===== config.mk =====
export PLATFORM = sky130hd
export DESIGN_NAME = dual_region_decoder
export DESIGN_NICKNAME = d
export VERILOG_FILES = /design/src/rtl/dual_dec_pkg.sv /design/src/rtl/dec_ctrl.sv /design/src/rtl/dec_datapath.sv /design/src/rtl/dec_wait.sv /design/src/rtl/dual_region_decoder.sv
export SDC_FILE = /design/constraint.sdc
export NUM_CORES = 1
export LEC_CHECK = 0
export ABC_AREA = 1
export BUFFER_PORTS_ARGS = -buffer_cell sky130_fd_sc_hd__buf_2
export CAP_MARGIN = 10
export CORE_MARGIN = 1.5
export CORE_UTILIZATION = 40
export DETAILED_ROUTE_END_ITERATION = 16
export GPL_TIMING_DRIVEN = 0
export MAX_ROUTING_LAYER = met4
export PLACE_DENSITY = 0.89
export SETUP_SLACK_MARGIN = 0.1
export SLEW_MARGIN = 20
export SYNTH_ARGS = -nofsm -noshare
export SYNTH_HDL_FRONTEND = slang
export SYNTH_HIERARCHICAL = 1
export SYNTH_SLANG_ARGS = --single-unit

===== constraint.sdc =====
create_clock -name clk -period 2.5 [get_ports clk]
set_clock_uncertainty 0.2 [all_clocks]
set_input_delay 0.25 -clock clk [delete_from_list [all_inputs] [get_ports clk]]
set_output_delay 0.25 -clock clk [all_outputs]
set_load 0.1 [all_outputs]

===== src/rtl/dual_dec_pkg.sv =====
package dual_dec_pkg;
  // Strobes from the address/configuration control to the select datapath
  typedef struct packed {
    logic inA;     // address falls in the first region
    logic romB;    // address falls in ROM half of the second region
    logic ramB;    // address falls in the RAM slot
    logic claimB;  // non-RAM, non-released slot of the second region
    logic gap;     // upper half of a 1K slot in half-size mode
    logic rd;
    logic wr;
  } decodeStrobes_t;
endpackage


===== src/rtl/dec_ctrl.sv =====
module dec_ctrl
  import dual_dec_pkg::*;
#(
  parameter int ADDR_W = 16,
  parameter int WIN_W  = 3,
  parameter int SLOT_W = 3
) (
  input  logic [ADDR_W-1:0]          addr,
  input  logic                       memRd,
  input  logic                       memWr,
  input  logic                       cfgEnX,
  input  logic [WIN_W-1:0]           cfgBaseX,
  input  logic                       cfgEnY,
  input  logic [WIN_W-1:0]           cfgBaseY,
  input  logic                       cfgSwap,
  input  logic                       cfgRomHigh,
  input  logic [SLOT_W-2:0]          cfgRamSlot,
  input  logic [(1<<(SLOT_W-1))-1:0] cfgReleaseMask,
  input  logic                       cfgHalfSize,
  output decodeStrobes_t             strb
);
  localparam int SLOT_LSB = ADDR_W - WIN_W - SLOT_W;
  localparam int HALF_BIT = SLOT_LSB - 1;
  localparam int SPLIT_BIT = ADDR_W - WIN_W - 1;
  localparam int SUB_W = SLOT_W - 1;

  logic [WIN_W-1:0] win;
  logic [WIN_W-1:0] baseA, baseB;
  logic             enA, enB;
  logic             hitA, hitB;
  logic             romHalf;
  logic [SUB_W-1:0] sub;
  logic             ramSlotHit, released;

  assign win = addr[ADDR_W-1 -: WIN_W];

  always_comb begin
    if (cfgSwap) begin
      baseA = cfgBaseY; enA = cfgEnY;
      baseB = cfgBaseX; enB = cfgEnX;
    end else begin
      baseA = cfgBaseX; enA = cfgEnX;
      baseB = cfgBaseY; enB = cfgEnY;
    end
  end

  assign hitA       = enA && (win == baseA);
  assign hitB       = enB && (win == baseB) && !hitA;
  assign romHalf    = (addr[SPLIT_BIT] == cfgRomHigh);
  assign sub        = addr[SLOT_LSB +: SUB_W];
  assign ramSlotHit = (sub == cfgRamSlot);
  assign released   = cfgReleaseMask[sub];

  always_comb begin
    strb.inA    = hitA;
    strb.romB   = hitB && romHalf;
    strb.ramB   = hitB && !romHalf && ramSlotHit;
    strb.claimB = hitB && !romHalf && !ramSlotHit && !released;
    strb.gap    = cfgHalfSize && addr[HALF_BIT];
    strb.rd     = memRd;
    strb.wr     = memWr;
  end
endmodule


===== src/rtl/dec_datapath.sv =====
module dec_datapath
  import dual_dec_pkg::*;
#(
  parameter int ADDR_W = 16,
  parameter int WIN_W  = 3,
  parameter int SLOT_W = 3
) (
  input  logic [ADDR_W-1:0]                                     addr,
  input  decodeStrobes_t                                        strb,
  output logic [(1<<SLOT_W)+(1<<(SLOT_W-1))-1:0]                romSel,
  output logic                                                  ramSel,
  output logic                                                  boardSel
);
  localparam int SLOT_LSB = ADDR_W - WIN_W - SLOT_W;
  localparam int SUB_W = SLOT_W - 1;
  localparam int NUM_A = 1 << SLOT_W;
  localparam int NUM_B = 1 << SUB_W;

  logic [SLOT_W-1:0] aIdx;
  logic [SUB_W-1:0]  bIdx;
  logic              romEn, anyStrobe, claim;

  assign aIdx      = addr[SLOT_LSB +: SLOT_W];
  assign bIdx      = addr[SLOT_LSB +: SUB_W];
  assign romEn     = strb.rd && !strb.gap;
  assign anyStrobe = strb.rd || strb.wr;

  for (genvar i = 0; i < NUM_A; i++) begin : g_sockA
    assign romSel[i] = romEn && strb.inA && (aIdx == SLOT_W'(i));
  end
  for (genvar j = 0; j < NUM_B; j++) begin : g_sockB
    assign romSel[NUM_A+j] = romEn && strb.romB && (bIdx == SUB_W'(j));
  end

  assign ramSel   = strb.ramB && anyStrobe;
  assign claim    = strb.claimB && anyStrobe;
  assign boardSel = (|romSel) || ramSel || claim;
endmodule


===== src/rtl/dec_wait.sv =====
module dec_wait (
  input  logic clk,
  input  logic rstN,
  input  logic cfgWaitEn,
  input  logic boardSel,
  output logic waitReq
);
  logic boardSelQ;

  always_ff @(posedge clk or negedge rstN) begin
    if (!rstN) begin
      boardSelQ <= 1'b0;
      waitReq   <= 1'b0;
    end else begin
      boardSelQ <= boardSel;
      waitReq   <= cfgWaitEn && boardSel && !boardSelQ;
    end
  end
endmodule


===== src/rtl/dual_region_decoder.sv =====
module dual_region_decoder
  import dual_dec_pkg::*;
#(
  parameter int ADDR_W = 16,
  parameter int WIN_W  = 3,
  parameter int SLOT_W = 3
) (
  input  logic                                   clk,
  input  logic                                   rstN,
  input  logic [ADDR_W-1:0]                      addr,
  input  logic                                   memRd,
  input  logic                                   memWr,
  input  logic                                   cfgEnX,
  input  logic [WIN_W-1:0]                       cfgBaseX,
  input  logic                                   cfgEnY,
  input  logic [WIN_W-1:0]                       cfgBaseY,
  input  logic                                   cfgSwap,
  input  logic                                   cfgRomHigh,
  input  logic [SLOT_W-2:0]                      cfgRamSlot,
  input  logic [(1<<(SLOT_W-1))-1:0]             cfgReleaseMask,
  input  logic                                   cfgHalfSize,
  input  logic                                   cfgWaitEn,
  output logic [(1<<SLOT_W)+(1<<(SLOT_W-1))-1:0] romSel,
  output logic                                   ramSel,
  output logic                                   boardSel,
  output logic                                   waitReq
);
  decodeStrobes_t strb;

  dec_ctrl #(.ADDR_W(ADDR_W), .WIN_W(WIN_W), .SLOT_W(SLOT_W)) u_ctrl (
    .addr(addr), .memRd(memRd), .memWr(memWr),
    .cfgEnX(cfgEnX), .cfgBaseX(cfgBaseX), .cfgEnY(cfgEnY), .cfgBaseY(cfgBaseY),
    .cfgSwap(cfgSwap), .cfgRomHigh(cfgRomHigh), .cfgRamSlot(cfgRamSlot),
    .cfgReleaseMask(cfgReleaseMask), .cfgHalfSize(cfgHalfSize), .strb(strb)
  );

  dec_datapath #(.ADDR_W(ADDR_W), .WIN_W(WIN_W), .SLOT_W(SLOT_W)) u_dp (
    .addr(addr), .strb(strb), .romSel(romSel), .ramSel(ramSel), .boardSel(boardSel)
  );

  dec_wait u_wait (
    .clk(clk), .rstN(rstN), .cfgWaitEn(cfgWaitEn), .boardSel(boardSel), .waitReq(waitReq)
  );
endmodule


# After elaboration in Yosys (flattened, before gate mapping)
# Index checks and enable logic that the tools add are counted.
word_totals:
  ff_bits: 2
  out_inout_bits: 15
classes:
  n_lt_le_gt_ge: 1
  n_reduce_logical: 40
  eq_ne: 14
  n_mux: 6
op_table:
  columns: ["cell", "count"]
  rows:
  - ["$logic_and 1x1->1", 28]
  - ["$eq 3x3->1 const B", 4]
  - ["$reduce_or 12->1", 1]
  - ["$eq 3x2->1 const B", 2]
  - ["$eq 3x3->1", 2]
  - ["$logic_not 1->1", 6]
  - ["$mux 3", 2]
  - ["$eq 2x2->1 const B", 2]
  - ["$eq 3x1->1 const B", 1]
  - ["$logic_not 3->1", 1]
  - ["$logic_or 1x1->1", 3]
  - ["$lt 2x3->1 const B", 1]
  - ["$mux 1", 3]
  - ["$bmux 1 s2", 1]
  - ["$eq 2x1->1 const B", 1]
  - ["$eq 2x2->1", 1]
  - ["$logic_not 2->1", 1]
  - ["$eq 1x1->1", 1]

# Logic depth before layout (Yosys ltp)
depth:
  depth_word: 13
  depth_mapped: 14

# By module
# The synthesis kept the hierarchy.
modules_own_cells:
  columns: ["mod", "cells_per_inst", "seq_area_each_um2", "n_inst", "area_per_inst_um2"]
  rows:
  - ["dec_ctrl", 74, 0.0, 1, 407.9]
  - ["dec_datapath", 28, 0.0, 1, 141.4]
  - ["dec_wait", 4, 50.0, 1, 60.1]

# Worst setup path before layout
# OpenSTA, ideal clock, no wires.
synth_timing:
  path_kind: "input-to-output"
  startpoint: "input cfgSwap"
  endpoint: "output romSel[0]"
  setup_slack_ns: -1.060
  path_buffers: 2
  path_stages: 11
  t_arrival_ns: 3.110
  required_time_ns: 2.050
  path_cell_list: "buf_6 -> inv_8 -> nand2_1 -> o21ai_1 -> nand2_1 -> nor2_1 -> nand2_2 -> inv_1 -> buf_4 -> nand3b_4 -> nor3_1"
synth_via:
  elab_chain_len: 5
synth_lines:
  columns: ["item", "line", "text"]
  rows:
  - ["start, declared", "dual_region_decoder.sv:17", "input logic cfgSwap,"]
  - ["$mux 3", "dec_ctrl.sv:38", "if (cfgSwap) begin"]
  - ["$eq 3x3->1", "dec_ctrl.sv:47", "assign hitA = enA && (win == baseA);"]
  - ["$logic_and 1x1->1 (*)", "dec_ctrl.sv:47", null]
  - ["named net u_ctrl.hitA", "dec_ctrl.sv:30", "logic hitA, hitB;"]
  - ["$logic_and 1x1->1 (*) (2 in a row)", "dec_datapath.sv:29", "assign romSel[i] = romEn && strb.inA && (aIdx == SLOT_W'(i));"]
  - ["end, declared", "dual_region_decoder.sv:23", "output logic [(1<<SLOT_W)+(1<<(SLOT_W-1))-1:0] romSel,"]
# Mark *: on every way through the listed nets, which the timed path passes. The rest lies on a longest branch.

# Worst setup path in the final report
layout_timing:
  startpoint: "input cfgSwap"
  endpoint: "output romSel[4]"
# Same word-level chain as after synthesis.

==> summary.txt <==
Timing
  – Worst slew pin tran: 494.3 ps
  – Setup Viol. Count Final: 0
  – Final Hold Fails: 0
  – Worst slew margin: 0.6728
  – Final Max Slew Viols: 0
  – Total negative slack: 0 ps
  – Crit share post-route: 0.8839
  – FMAX: 452.6 MHz
  – Period minus WS final: 2210 ps
  – RSZ-0062 raised after global routing: no
  – Fin Hold WS: 62.56 ps
  – Min setup slack post-route: 290.3 ps

Route
  – Vias per inst: 4.812
  – Iter 0 DRT Violations: 12
  – Antenna Nets Post-Route: 0
  – Final wirelength: 1544 um
  – Router iterations before antenna repair: 4
  – Via count: 794
  – DR DRC count: 0
  – WL/cell: 9.358 um

GRT
  – Initial antenna violation count: 0
  – GRT overflow: 0
  – GRT Total Usage: 0.1884
  – First-pass GRT wire length: 2635 um
  – Largest net degree at the start of global routing: 10
  – Vias in the first global route: 707

Worst setup path
  – Setup CP Type: in -> out
  – WP buf/inv: 5
  – Critical Path AT: 1760 ps
  – Slowest-stage cell, CP: buf_2
  – Worst path max stage delay: 450 ps
  – Delay-heaviest family, CP: buffers and inverters
  – CP Capture Type: output port
  – Worst-path maximum fanout: 9
  – Cells along the critical path: buf_6, inv_8, nand2_1, o21ai_1, nand2_1, nor2_1, nand2_2, inv_1, buf_4, nand3b_4, nor3_2, buf_2
  – CP Launch Type: input pin
  – Most used cell, CP: nand2_1
  – CP required: 2050 ps

Run
  – Total of max-cap violations: 0

Outcome
  – Outcome: completed

Layout
  – Fillers: 125
  – # nets final: 190
  – Area of the multi-input gates: 499.2 um2
  – Final instance area: 908.4 um2
  – Area grow syn2layout: 49.08%
  – ANT cells: 0
  – Most frequent cells in the layout: 39 x buf_2, 29 x nand2_1, 14 x inv_1
  – Commonest non-fill, non-tap cell in the layout: buf_2
  – Reg area: 50.05 um2
  – Share of layout cells above drive strength 1: 0.5200
  – Util after Layout: 0.6648

Clocking
  – Num CTS Buffers: 3
  – CTS tree: built
  – Clock transition at path regs: 30 ps
  – H-Tree Depth: 1
  – Longest Clk Path Bufs: 2
  – Clock sinks: 2
  – Setup Fix Bufs, Post-CTS: 0
  – Skew-Pair Late Insertion Delay: 220 ps
  – Clk root buf: clkbuf_4

Hold path
  – HP Class: in -> reg

Die
  – Die ar.: 1767 um2
  – Starting Density: 0.4460
  – Die H: 42.03 um
  – # rows: 13
  – Die width: 42.03 um
  – Placeable Area: 1366 um2
  – I/O pin count: 53

Place
  – Number of port buffers: 40
  – HPWL Detailed: 1337 um
  – Worst slack, placed: 256.6 ps
  – DP Area: 873.3 um2
  – Gpl congestion: 0.7999

Synthesis
  – Register area share after synthesis: 0.08214
  – Mapped Area: 609.3 um2
  – Syn nets: 144
  – Number of register bits inferred by synthesis: 2
  – Syn Area/Cell: 5.748 um2
  – Synth unique cells: 23
  – Synth Instances: 106
  – Ys Warns: 6

Pwr
  – Static leakage: 0.5711 nW
  – VDD IR-drop max: 0.0001544 V
  – PwrDens: 252.7 nW/um2
==> final timing paths <==
| path | startpoint | endpoint | slack [ps] | cells past startpoint |
|---|---|---|---|---|
| max in group asynchronous | rstN | u_wait/waitReq | 1860 | 2 |
| min in group asynchronous | rstN | u_wait/boardSelQ | 150 | 2 |
| min | cfgWaitEn | u_wait/waitReq | 60 | 3 |
| max | cfgSwap | romSel[4] | 290 | 12 |
| min reg2reg | u_wait/boardSelQ | u_wait/waitReq | 210 | 1 |
| max reg2reg | u_wait/boardSelQ | u_wait/waitReq | 1770 | 1 |
==> state kept, by name (all words and copies together), names as in the netlist <==
| name | flops |
|---|---|
| u_wait/boardSelQ | 1 |
| u_wait/waitReq | 1 |
==> timing repair <==
| action | in CTS | in global routing |
|---|---|---|
| endpoints found under the setup margin | 0 | 1 |
| endpoints found under the hold margin | 2 | 0 |
| resized for setup | 0 | 1 |
| hold buffers | 1 | 0 |
==> per-stage QoR <==
step | power, W | instances
2_1_floorplan | 0.0001204 | 106
5_1_grt | 0.0002505 | 165
3_3_place_gp | 0.0001543 | 161
3_5_place_dp | 0.0001582 | 161
6_report | 0.0002295 | 165
4_1_cts | 0.0002346 | 165
==> layer usage <==
metal  vias up  global-route usage  part of all wire
li1        418                   -                 -
met1       351              0.1990              0.39
met2        25              0.3594              0.54
met3         0             0.03448             0.060
met4         0             0.04375                 0
met5         -                   -                 0
==> area by class of cell <==
| type | count | share of cell area |
|---|---|---|
| Sequential cell | 2 | 0.05510 |
| Multi-Input combinational cell | 83 | 0.5496 |
| Clock buffer | 3 | 0.02479 |
| Buffer | 4 | 0.03719 |
| Tap cell | 15 | 0.02066 |
| Timing Repair Buffer | 41 | 0.2342 |
| Inverter | 17 | 0.07851 |
==> synthesized netlist by cell type (all sizes together) <==
cell type	instances	share of area
a21oi	2	0.023
buf	4	0.055
dfrtp	2	0.082
o21ai	7	0.057
nor2	12	0.094
inv	17	0.12
xnor2	2	0.029
nand3b	1	0.033
o221ai	1	0.014
xor2	1	0.014
nand2	40	0.32
nor3	8	0.066
nand3	9	0.099
==> power breakdown <==
| group | switching (W) | internal [W] | total [W] |
|---|---|---|---|
| clock network | 0.0000177 | 0.0000529 | 0.0000706 |
| logic | 0.0000774 | 0.0000473 | 0.000125 |
| registers | 0.000000426 | 0.0000339 | 0.0000343 |
==> cells by family (layout without fill, tap and decap cells) <==
kind of cell	after synthesis	after routing	synth area share
buffers and inverters	21	65	0.1725
AND/OR/NAND/NOR	70	70	0.6078
AO/OA/AOI/OAI	10	10	0.09445
XOR/XNOR	3	3	0.04313
flip-flops	2	2	0.08214
Power figures use the tool's default switching activity.
